[config.mk]
export PLATFORM = sky130hd
export DESIGN_NAME = xfer_mode_select
export DESIGN_NICKNAME = d
export VERILOG_FILES = /design/src/rtl/xfer_mode_pkg.sv /design/src/rtl/msb_index.sv /design/src/rtl/family_mask_calc.sv /design/src/rtl/identify_check.sv /design/src/rtl/mode_priority_pick.sv /design/src/rtl/xfer_mode_select.sv
export SDC_FILE = /design/constraint.sdc
export NUM_CORES = 1
export LEC_CHECK = 0
export BUFFER_PORTS_ARGS = -buffer_cell sky130_fd_sc_hd__buf_2
export CORE_ASPECT_RATIO = 0.8
export CORE_MARGIN = 4
export CORE_UTILIZATION = 38
export CTS_BUF_LIST = sky130_fd_sc_hd__clkbuf_8
export CTS_CLUSTER_SIZE = 16
export DETAILED_ROUTE_END_ITERATION = 10
export PLACE_DENSITY_LB_ADDON = 0.15
export SYNTH_ARGS = -nofsm -noshare
export SYNTH_HDL_FRONTEND = slang
export SYNTH_SLANG_ARGS = --single-unit
[constraint.sdc]
create_clock -name clk -period 4.6 [get_ports clk]
set_input_delay 0.46 -clock clk [delete_from_list [all_inputs] [get_ports clk]]
set_output_delay 0.46 -clock clk [all_outputs]
set_load 0.005 [all_outputs]
[src/rtl/xfer_mode_pkg.sv]
`timescale 1ns/1ps
// Package: shared mode-code constants and family indexing for the selector.
// Assumes three families ordered fastest first; index 0 has highest priority.
package xfer_mode_pkg;
    localparam int MODE_W = 8;
    localparam int NFAM   = 3;
    localparam int FAM_W  = 8;

    typedef logic [MODE_W-1:0] mode_t;

    localparam mode_t BASE_UDMA = 8'h40;
    localparam mode_t BASE_MW   = 8'h20;
    localparam mode_t BASE_SW   = 8'h10;
    localparam mode_t MODE_NONE = 8'h00;

    typedef enum logic [1:0] {
        FAM_UDMA = 2'd0,
        FAM_MW   = 2'd1,
        FAM_SW   = 2'd2
    } fam_e;

    // Base code of a family, by priority index.
    function automatic mode_t fam_base(input int idx);
        case (idx)
            0:       return BASE_UDMA;
            1:       return BASE_MW;
            default: return BASE_SW;
        endcase
    endfunction
endpackage

[src/rtl/msb_index.sv]
`timescale 1ns/1ps
// Module: reports whether a vector has any bit set and the index of the
// highest set bit. Assumes W >= 2.
module msb_index #(
    parameter int W  = 8,
    parameter int IW = $clog2(W)
) (
    input  logic [W-1:0]  vec,
    output logic          found,
    output logic [IW-1:0] idx
);
    // Scan upward so the last set bit seen is the highest one.
    always_comb begin
        found = |vec;
        idx   = '0;
        for (int i = 0; i < W; i++) begin
            if (vec[i]) idx = IW'(i);
        end
    end
endmodule

[src/rtl/family_mask_calc.sv]
`timescale 1ns/1ps
// Module: builds the allowed-mode mask of each DMA family from the device
// words and host masks. Applies the narrow-cable cap to Ultra DMA and the
// legacy single-word fallback. Assumes UDMA_W, MW_W and SW_W are no wider
// than FAM_W and that CAP_KEEP < UDMA_W.
module family_mask_calc
    import xfer_mode_pkg::*;
#(
    parameter int UDMA_W   = 8,
    parameter int MW_W     = 3,
    parameter int SW_W     = 3,
    parameter int LEG_W    = 8,
    parameter int CAP_KEEP = 3
) (
    input  logic                        udma_ok,
    input  logic                        dma_ok,
    input  logic [UDMA_W-1:0]           udma_bits,
    input  logic [MW_W-1:0]             mw_bits,
    input  logic [SW_W-1:0]             sw_bits,
    input  logic [LEG_W-1:0]            legacy_mode,
    input  logic [UDMA_W-1:0]           host_udma,
    input  logic [MW_W-1:0]             host_mw,
    input  logic [SW_W-1:0]             host_sw,
    input  logic                        cable_80w,
    input  mode_t                       req_mode,
    output logic [NFAM-1:0][FAM_W-1:0]  fam_mask
);
    localparam logic [UDMA_W-1:0] KEEP_MASK = UDMA_W'((1 << CAP_KEEP) - 1);
    localparam logic [UDMA_W-1:0] MID_MASK  =
        UDMA_W'((1 << (UDMA_W - 1)) - 1) & ~KEEP_MASK;
    localparam mode_t CAP_REQ_LIMIT = BASE_UDMA + mode_t'(CAP_KEEP - 1);
    localparam int    LEG_MAX       = SW_W - 1;

    logic [UDMA_W-1:0] udma_raw, udma_cut;
    logic [MW_W-1:0]   mw_mask;
    logic [SW_W-1:0]   sw_mask, legacy_mask;
    logic              legacy_ok, cap_hit;

    // Ultra DMA mask: device and host agreement, then the narrow-cable cap.
    always_comb begin
        udma_raw = udma_ok ? (host_udma & udma_bits) : '0;
        cap_hit  = (req_mode > CAP_REQ_LIMIT) && ((udma_raw & MID_MASK) != '0)
                   && !cable_80w;
        udma_cut = cap_hit ? (udma_raw & KEEP_MASK) : udma_raw;
    end

    // Multiword mask: valid only with the DMA words flagged as valid.
    always_comb begin
        mw_mask = dma_ok ? (host_mw & mw_bits) : '0;
    end

    // Single-word mask: word when valid, else legacy timing fallback.
    always_comb begin
        legacy_ok   = (legacy_mode != '0) && (legacy_mode <= LEG_W'(LEG_MAX));
        legacy_mask = SW_W'((32'd2 << legacy_mode) - 32'd1);
        if (dma_ok)
            sw_mask = host_sw & sw_bits;
        else if (legacy_ok)
            sw_mask = legacy_mask & host_sw;
        else
            sw_mask = '0;
    end

    // Pack the family masks in priority order.
    always_comb begin
        fam_mask           = '0;
        fam_mask[FAM_UDMA] = FAM_W'(udma_cut);
        fam_mask[FAM_MW]   = FAM_W'(mw_mask);
        fam_mask[FAM_SW]   = FAM_W'(sw_mask);
    end
endmodule

[src/rtl/identify_check.sv]
`timescale 1ns/1ps
// Module: flags identify blocks whose active-mode bytes claim two DMA
// families at once. Assumes the upper bytes of the words are passed in.
module identify_check #(
    parameter int HI_W = 8
) (
    input  logic            udma_ok,
    input  logic            dma_ok,
    input  logic [HI_W-1:0] udma_hi,
    input  logic [HI_W-1:0] mw_hi,
    input  logic [HI_W-1:0] sw_hi,
    output logic            bad
);
    // Which pair is compared depends on the highest valid flag present.
    always_comb begin
        if (udma_ok)
            bad = (udma_hi != '0) && (mw_hi != '0);
        else if (dma_ok)
            bad = (mw_hi != '0) && (sw_hi != '0);
        else
            bad = 1'b0;
    end
endmodule

[src/rtl/mode_priority_pick.sv]
`timescale 1ns/1ps
// Module: picks the first eligible family with a non-empty mask, forms its
// code from the highest mask bit and limits it to the request. Assumes
// family index 0 has the highest priority.
module mode_priority_pick
    import xfer_mode_pkg::*;
(
    input  logic [NFAM-1:0][FAM_W-1:0] fam_mask,
    input  mode_t                      req_mode,
    input  logic                       block,
    output mode_t                      sel
);
    localparam int FAM_IW = $clog2(FAM_W);

    logic [NFAM-1:0]             found, eligible;
    logic [NFAM-1:0][FAM_IW-1:0] idx;
    logic [NFAM-1:0][MODE_W-1:0] code;
    mode_t                       chosen;

    for (genvar f = 0; f < NFAM; f++) begin : g_fam
        msb_index #(.W(FAM_W), .IW(FAM_IW)) i_msb (
            .vec   (fam_mask[f]),
            .found (found[f]),
            .idx   (idx[f])
        );
        assign eligible[f] = (req_mode >= fam_base(f));
        assign code[f]     = fam_base(f) + mode_t'(idx[f]);
    end

    // Walk from lowest priority up so the highest-priority hit wins.
    always_comb begin
        chosen = MODE_NONE;
        for (int f = NFAM - 1; f >= 0; f--) begin
            if (eligible[f] && found[f]) chosen = code[f];
        end
    end

    // Apply the device-type gate and the request ceiling.
    always_comb begin
        if (block)
            sel = MODE_NONE;
        else if (chosen < req_mode)
            sel = chosen;
        else
            sel = req_mode;
    end
endmodule

[src/rtl/xfer_mode_select.sv]
`timescale 1ns/1ps
// Module: top of the DMA transfer mode selector. It computes the mode
// combinationally from the present inputs and registers the result on a
// strobe. Assumes the inputs are steady in the cycle the strobe is high.
module xfer_mode_select
    import xfer_mode_pkg::*;
#(
    parameter int ID_W     = 16,
    parameter int UDMA_W   = 8,
    parameter int MW_W     = 3,
    parameter int SW_W     = 3,
    parameter int LEG_W    = 8,
    parameter int CAP_KEEP = 3
) (
    input  logic              clk,
    input  logic              rst_n,
    input  logic              req_valid,
    input  logic [7:0]        req_mode,
    input  logic [ID_W-1:0]   id_valid_word,
    input  logic [ID_W-1:0]   id_udma_word,
    input  logic [ID_W-1:0]   id_mw_word,
    input  logic [ID_W-1:0]   id_sw_word,
    input  logic [LEG_W-1:0]  legacy_dma_mode,
    input  logic [UDMA_W-1:0] host_udma_mask,
    input  logic [MW_W-1:0]   host_mw_mask,
    input  logic [SW_W-1:0]   host_sw_mask,
    input  logic              cable_80w,
    input  logic              is_disk,
    input  logic              host_no_atapi_dma,
    output logic [7:0]        sel_mode,
    output logic              id_error,
    output logic              done
);
    localparam int HI_W           = ID_W / 2;
    localparam int VALID_UDMA_BIT = 2;
    localparam int VALID_DMA_BIT  = 1;

    logic                       udma_ok, dma_ok, block, bad_id;
    logic [NFAM-1:0][FAM_W-1:0] fam_mask;
    mode_t                      sel_next;
    logic                       unused_id_bits;

    assign udma_ok = id_valid_word[VALID_UDMA_BIT];
    assign dma_ok  = id_valid_word[VALID_DMA_BIT];
    assign block   = !is_disk && host_no_atapi_dma;
    assign unused_id_bits = ^{id_valid_word, id_udma_word, id_mw_word, id_sw_word};

    family_mask_calc #(
        .UDMA_W(UDMA_W), .MW_W(MW_W), .SW_W(SW_W),
        .LEG_W(LEG_W), .CAP_KEEP(CAP_KEEP)
    ) i_masks (
        .udma_ok     (udma_ok),
        .dma_ok      (dma_ok),
        .udma_bits   (id_udma_word[UDMA_W-1:0]),
        .mw_bits     (id_mw_word[MW_W-1:0]),
        .sw_bits     (id_sw_word[SW_W-1:0]),
        .legacy_mode (legacy_dma_mode),
        .host_udma   (host_udma_mask),
        .host_mw     (host_mw_mask),
        .host_sw     (host_sw_mask),
        .cable_80w   (cable_80w),
        .req_mode    (req_mode),
        .fam_mask    (fam_mask)
    );

    mode_priority_pick i_pick (
        .fam_mask (fam_mask),
        .req_mode (req_mode),
        .block    (block),
        .sel      (sel_next)
    );

    identify_check #(.HI_W(HI_W)) i_idchk (
        .udma_ok (udma_ok),
        .dma_ok  (dma_ok),
        .udma_hi (id_udma_word[ID_W-1:HI_W]),
        .mw_hi   (id_mw_word[ID_W-1:HI_W]),
        .sw_hi   (id_sw_word[ID_W-1:HI_W]),
        .bad     (bad_id)
    );

    // Capture the result on a strobe and pulse done for one cycle.
    always_ff @(posedge clk) begin
        if (!rst_n) begin
            sel_mode <= MODE_NONE;
            id_error <= 1'b0;
            done     <= 1'b0;
        end else begin
            done <= req_valid;
            if (req_valid) begin
                sel_mode <= sel_next;
                id_error <= bad_id;
            end
        end
    end
endmodule

==> impl_metrics.yaml <==
timing:
  final-hold-violation-count: 0
  final.setup_skew_ns: 0
  report.final.slew_viol_count: 0
  fmax_ghz: 0.300
  tightest_slew_ns: 0.930
  slew-limit-headroom_pct: 38.0
  finalCritPeriodShare_pct: 72.4
  fin_setup_tns_ns: 0
  setup_violations: 0
  rsz0062_at_grt: "no"
  period_minus_slack_ns: 3.33
clock_tree:
  cts_tree: "yes"
  root_buffer: "clkbuf_8"
  clock_sinks: 10
  post_cts_buffers: 0
  cts_buffers: 3
  path_clk_slew_ns: 0.05
  ctsResizeCount: 0
  clock_latency_ns: 0.23
  h-tree-depth: 1
  clockBufferDepth: 2
  cts_hold_buf: 0
global_route:
  grt_pass1_vias: 1238
  grt.overflow.total: 0
  grt_first_pass_wirelength_um: 5130
  antenna_found_initial: 0
  track_usage_pct: 19.1
  grt_start_max_net_pins: 14
hold_path:
  hp-start: "sel_mode[3]"
  whs_path_depth: 2
  min-delay-path-class: "flip-flop to flip-flop"
setup_path:
  startpoint_type: "primary input"
  path_max_fanout: 7
  crit_arrival_ns: 3.49
  crit_path_end_kind: "flip-flop"
  crit_start: "host_udma_mask[4]"
  r2r-start: "id_error"
  required_ns: 4.76
  reg2reg_depth: 1
  worstSetupPathType: "primary input to flip-flop"
placed_design:
  dpl.cell_count: 253
  dpl_cell_area_um2: 1450
  portBuffers: 85
  dp_hpwl_um: 2870
  routabilityCongestion: 0.768
job:
  drv_cap: 0
floorplan:
  die_h_um: 53.5
  initial_core_util_pct: 39.9
  io_pins: 110
  num_rows: 16
  die_w_um: 64.8
  coreArea_um2: 2460
  dieArea_um2: 3470
drt:
  drt-pass1-iter-count: 4
  wl_per_cell_um: 12.9
  viasPerCell: 5.42
  drt_iter0_markers: 24
  vias: 1392
  wl_um: 3330
  drc: 0
  ant_nets: 0
outcome:
  status: "finished clean"
synthesis:
  synth_edf_count: 0
  yosysWarnings: 0
  synthTopCellsByCount: "26 x nand2_1, 10 x dfxtp_1, 9 x a21oi_1, 8 x nor2_1, 8 x nor4_1"
  synthArstFlopShare_pct: 0
  synth_top_area_share_pct: 20.4
  avgSynthCellArea_um2: 7.33
  synth.cell_area_um2: 982
  ys.flop_type: "dfxtp_1"
  synth_most_common_cell: "nand2_1"
  synth.area.top_cells: "dfxtp_1 20%, nand2_1 9.9%, ha_1 6.4%"
  synthDistinctLibCells: 38
  syn_inst: 134
  ys_seq_elements: 10
  synth.largest_area_cell: "dfxtp_1"
  yosysSeqAreaShare_pct: 20.4
  syn_nets: 239
final_layout:
  instances_no_fill: 257
  final_nets: 327
  final_cell_area_um2: 1500
  syn2layout_area_growth_pct: 52.7
  drive_above_1_share_pct: 42.5
  diodes: 0
pwr:
  ir_drop_uv: 159
  power_density_nw_per_um2: 208
  total_leakage_power_nw: 0.734
[flip-flops by register name, indices dropped and copies added (netlist names)]
signal	flops
sel_mode	8
done	1
id_error	1
[area by class of cell]
class                   count  area, um^2
clock buffers               4        55.1
flip-flops and latches     10         200
multi-input cells         115         748
fillers                   231         962
repair buffers             85         425
well taps                  36        45.0
inverters                   7        26.3
[metrics by stage]
step	power (mW)	worst slack (ns)	util (%)	hold WS, ns
after floorplan	0.150	1.58	-	0.442
after global placement	0.200	1.10	58.7	0.434
after detailed placement	0.204	1.02	58.7	0.436
after CTS	0.315	1.27	60.9	0.449
after global routing	0.333	0.994	60.9	0.456
final	0.312	1.27	60.9	0.451
[placed cells by master (no fill, tap or decap), types with 2 or more instances in the layout]
cell        n
a222oi_1    3
a31oi_1     2
o21ai_1     2
o2111ai_1   6
nand2_1    26
o21ai_0     3
o21a_1      2
buf_2      85
o211ai_1    7
inv_1       7
dfxtp_1    10
nor4_1      8
nor3_1      4
and2_1      2
nor2_1      8
mux2i_1     2
a21oi_1     9
clkbuf_8    4
ha_1        5
nand3_1     7
[kinds of logic (layout without fill, tap and decap cells)]
| group | count (synthesis) | in the layout | synth area share, % |
|---|---|---|---|
| XOR/XNOR | 1 | 1 | 0.892 |
| adder cells (fa/ha/maj) | 5 | 5 | 6.37 |
| AO/OA/AOI/OAI | 46 | 46 | 36.8 |
| buffers and inverters | 9 | 96 | 3.44 |
| flip-flops | 10 | 10 | 20.4 |
| AND/OR/NAND/NOR | 59 | 59 | 27.5 |
| multiplexers | 4 | 4 | 4.59 |
[critical path, stage by stage]
cell and delay [ns]:
buf_2 0.11, a222oi_1 0.47, nand2_1 0.15, a221oi_2 0.39
o21bai_4 0.24, nor3_1 0.12, ha_1 0.32, a21o_1 0.19
a21oi_1 0.14, or2_1 0.16, o21ai_0 0.30, o21a_4 0.26
o211ai_1 0.17
[where the power goes]
part	switching (mW)	internal (mW)	total [mW]
logic	0.0569	0.0524	0.109
registers	0.00171	0.0912	0.0929
clock network	0.0347	0.0752	0.110
total	0.0933	0.219	0.312
[routing by layer]
metal	part of all wire (%)	global-route usage [%]
met1	42	21.9
met2	46	34.5
met3	12	7.64
met4	0.24	2.11
met5	0	0
[path summary, 6_finish.rpt]
kind / end / slack (ns)
max: sel_mode[2] / 1.27
min: sel_mode[3] / 0.45
max reg2reg: id_error / 4.00
min reg2reg: sel_mode[3] / 0.45
(Power assumes the default switching activity.)
